`config.mk`:
```
export PLATFORM = sky130hd
export DESIGN_NAME = bl_cmd_slave
export DESIGN_NICKNAME = d
export VERILOG_FILES = /design/src/rtl/bl_cmd_slave.sv
export SDC_FILE = /design/constraint.sdc
export NUM_CORES = 1
export LEC_CHECK = 0
export BUFFER_PORTS_ARGS = -buffer_cell sky130_fd_sc_hd__buf_2
export CAP_MARGIN = 15
export CORE_ASPECT_RATIO = 1.2
export CORE_MARGIN = 1.5
export CORE_UTILIZATION = 30
export CTS_BUF_LIST = sky130_fd_sc_hd__clkbuf_4 sky130_fd_sc_hd__clkbuf_8 sky130_fd_sc_hd__clkbuf_16
export DETAILED_ROUTE_END_ITERATION = 10
export GPL_ROUTABILITY_DRIVEN = 0
export HOLD_SLACK_MARGIN = 0.06
export MAX_ROUTING_LAYER = met4
export SLEW_MARGIN = 20
export SYNTH_ARGS = -nofsm -noshare
export SYNTH_HDL_FRONTEND = slang
export SYNTH_SLANG_ARGS = --single-unit
```
`constraint.sdc`:
```
create_clock -name clk -period 3.6 [get_ports clk]
set_input_delay 0.54 -clock clk [delete_from_list [all_inputs] [get_ports clk]]
set_output_delay 0.54 -clock clk [all_outputs]
set_load 0.01 [all_outputs]
```
`src/rtl/bl_cmd_slave.sv`:
```
module bl_cmd_slave #(
  parameter int WORD_W    = 8,
  parameter int ADDR_W    = 3,
  parameter int DUTY_ADDR = 2,
  parameter int RES_ADDR  = 0,
  parameter int RST_LEVEL = 32
) (
  input  logic                  clk,
  input  logic                  rst_n,
  input  logic                  sclk,
  input  logic                  cs_n,
  input  logic                  mosi,
  output logic                  miso,
  input  logic                  bl_msb_n,
  input  logic                  bl_pwr_in,
  output logic                  qres_mode,
  output logic [WORD_W-ADDR_W:0] intensity,
  output logic [WORD_W-ADDR_W:0] eff_level,
  output logic                  level_chg
);
  localparam int DW  = WORD_W - ADDR_W;
  localparam int LW  = DW + 1;
  localparam int CW  = $clog2(WORD_W + 1);

  logic              sclk_q, cs_q, pwr_q;
  logic [WORD_W-1:0] shreg;
  logic [CW-1:0]     cnt;
  logic [LW-1:0]     eff_prev;
  logic              shift_en, commit;
  logic [ADDR_W-1:0] w_addr;
  logic [DW-1:0]     w_data;

  assign shift_en = !cs_n && sclk && !sclk_q;
  assign commit   = cs_n && !cs_q && (cnt == CW'(WORD_W));
  assign w_addr   = shreg[WORD_W-1:DW];
  assign w_data   = shreg[DW-1:0];
  assign miso     = 1'b0;

  always_ff @(posedge clk or negedge rst_n) begin
    if (!rst_n) begin
      sclk_q <= 1'b0;
      cs_q   <= 1'b1;
      shreg  <= '0;
      cnt    <= '0;
    end else begin
      sclk_q <= sclk;
      cs_q   <= cs_n;
      if (cs_n) cnt <= '0;
      else if (shift_en) begin
        shreg <= {shreg[WORD_W-2:0], mosi};
        if (cnt != CW'(WORD_W)) cnt <= cnt + 1'b1;
      end
    end
  end

  always_ff @(posedge clk or negedge rst_n) begin
    if (!rst_n) begin
      intensity <= LW'(RST_LEVEL);
      pwr_q     <= 1'b0;
      qres_mode <= 1'b0;
      eff_prev  <= '0;
    end else begin
      pwr_q         <= bl_pwr_in;
      intensity[DW] <= !bl_msb_n;
      eff_prev      <= eff_level;
      if (commit && w_addr == ADDR_W'(DUTY_ADDR)) intensity[DW-1:0] <= w_data;
      if (commit && w_addr == ADDR_W'(RES_ADDR))  qres_mode <= |w_data;
    end
  end

  assign eff_level = (pwr_q && |intensity) ? intensity : '0;
  assign level_chg = eff_level != eff_prev;
endmodule

```
==> impl_metrics.toml <==
[die]
die_y_microns = 74.2
pin_count = 22
rows = 25
chipWidth_microns = 62.3
die_area_sq_um = 4630
coreArea_sq_um = 4000
initial_core_util = 0.317

[worst_setup_path]
worstPathMaxFanout = 6
arrival_ns = 1.68
endpoint_kind = "output port"
cp.required_ns = 3.06
slowest_delay_ns = 0.57
path_delay_family = "compound AO/OA/AOI/OAI gates"
r2r-start = "cnt[0]$_DFFE_PN0P_"
critical_path_class = "reg2out"
cp_slowest_cell = "dfstp_2"
startpoint = "intensity[5]$_DFF_PN1_"
path_cells = "nor2_1 -> a211oi_1 -> o211ai_1 -> a221o_1 -> buf_2"
cp-start-kind = "flip-flop"
path_buf_inv = 1

[synth]
yosys_warnings = 0
syn_avg_cell_area_sq_um = 12.9
syn_inst = 98
async_flop_share = 1.00
synthDistinctLibCells = 32
synth_nets = 107
synth.area.top_cells = "dfrtp_1 51%, mux2_2 8.9%, mux2_4 5.9%"
synth_area_leader_cell = "dfrtp_1"
synth_area_sq_um = 1270
ys.flop_type = "dfrtp_1"
ys_seq_area_frac = 0.555
ys_ff_latch = 28
synth_edf_count = 0
synth_top_area_share = 0.513

[grt]
grt_overflow_total = 0
antenna_found_initial = 0
grt_max_degree = 29
grt_pass1_vias = 831
grt_pass1_wl_microns = 3820
grt_usage = 0.108

[finish]
final_cell_mix = "26 x dfrtp_1, 20 x buf_2, 10 x mux2_2"
syn_to_final_growth_pct = 16.7
utilization = 0.369
diodes = 0
fin_cells = 174
nFillCells = 419
final_common_cell = "dfrtp_1"
final_nets = 130
layout-drive-gt1-share = 0.383

[clock_network]
cts_tree = "built"
cts-root-buf = "clkbuf_8"
cts_hold_buf = 0
cts-buffers-inserted = 3
clock_latency_ns = 0.27
h-tree-depth = 1
path_clk_slew_ns = 0.09
clockBufferDepth = 2
clock_sinks = 28
cts_resized = 0
cts_setup_buffers = 0

[place]
dpl_worst_slack_ns = 1.67
numPortBuffers = 20
dp_hpwl_microns = 1580
dp.cells = 170

[power]
vdd_drop_max_mv = 0.290
p_leak_nw = 0.726
p_per_area_nw_per_um2 = 452

[detailed_routing]
drt_iter0_drc = 30
routed_wl_microns = 2120
drt_pass1_iterations = 4
vias = 786
ant_nets = 0
avgRoutedWirePerCell_microns = 12.2
drt-vias-per-instance = 4.52
drc = 0

[timing]
finalSetupViolCount = 0
fin_tns_setup_ns = 0
period_minus_slack_ns = 2.22
fmax_mhz = 451
hold_viol = 0
slew_headroom = 0.593
worst_pin_slew_ns = 0.610
min_period_over_period = 0.616
slew_viol_final = 0
rsz0062_at_grt = "no"
setup_ws_ns = 1.38
finalClockSkew_ns = 0.00124
hold_slack_ns = 0.267

[hold_path]
hold_class = "in2async"

[run_status]
status = "finished, final reports clean"

[flow_run]
drv_cap = 0
## routing by layer
layer,vias up,part of all wire,global-route usage
met5,-,0,-
met4,0,0.013,0.0444
met3,4,0.046,0.0257
met2,17,0.49,0.179
met1,385,0.45,0.128
li1,380,-,-
## report_power, final
| group | total (W) | internal, W | switching [W] | leakage [nW] |
|---|---|---|---|---|
| combinational | 0.0000737 | 0.0000455 | 0.0000281 | 0.332 |
| clock | 0.000192 | 0.0000978 | 0.0000941 | 0.0288 |
| sequential | 0.000403 | 0.000358 | 0.0000456 | 0.366 |
## area by class of cell
type / instances / area, sq um / area share
Sequential cell: 28 / 703 / 0.475
Multi-Input combinational cell: 64 / 534 / 0.361
Timing Repair Buffer: 21 / 108 / 0.0728
Tap cell: 54 / 67.6 / 0.0457
Clock buffer: 4 / 55.1 / 0.0372
Inverter: 3 / 11.3 / 0.00761
## final timing paths
check                                          to  slack (ns)  cells after the start
max reg2reg                 qres_mode$_DFFE_PN0P_        1.89                      6
min in group clk           intensity[5]$_DFF_PN1_        0.37                      2
max in group asynchronous   eff_prev[0]$_DFF_PN0_        2.93                      1
min                          shreg[0]$_DFFE_PN0P_        0.27                      1
min reg2reg                 qres_mode$_DFFE_PN0P_        0.52                      1
max                                     level_chg        1.38                      5
## cell usage after synthesis (3+ instances only)
master	count
dfrtp_1	26
nor3_1	3
mux2_4	5
nand2_1	3
and2_1	7
inv_1	3
nor2_1	7
mux2_2	10
xnor2_1	4
## stage by stage
| step | power, W | instance area, sq um |
|---|---|---|
| finish | 0.000669 | 1480 |
| global route | 0.000709 | 1480 |
| CTS | 0.000680 | 1480 |
| detailed placement | 0.000487 | 1420 |
| global placement | 0.000481 | 1420 |
| floorplan | 0.000457 | 1270 |
## worst register-to-register path, cell delays in order, from the launching register on
cell and delay (ns):
dfrtp_1 0.44, inv_1 0.08, ha_1 0.19, nand3b_4 0.10, nor4_4 0.28, and2b_2 0.20
mux2_2 0.32
## flip-flops by register name (all words and copies together), names as in the netlist
| register | cells |
|---|---|
| shreg | 8 |
| eff_prev | 6 |
| intensity | 6 |
| cnt | 4 |
| cs_q | 1 |
| pwr_q | 1 |
| qres_mode | 1 |
| sclk_q | 1 |
## kinds of logic after synthesis
kind of cell,Yosys count,share of synthesized area
simple gates,32,0.167
mux,15,0.148
compound gates,8,0.0425
other cells,1,0.00296
buf+inv,6,0.0237
flops,28,0.555
fa+ha+maj,2,0.0197
xor+xnor,6,0.0415
No activity file was read; power rests on OpenSTA's default activity.
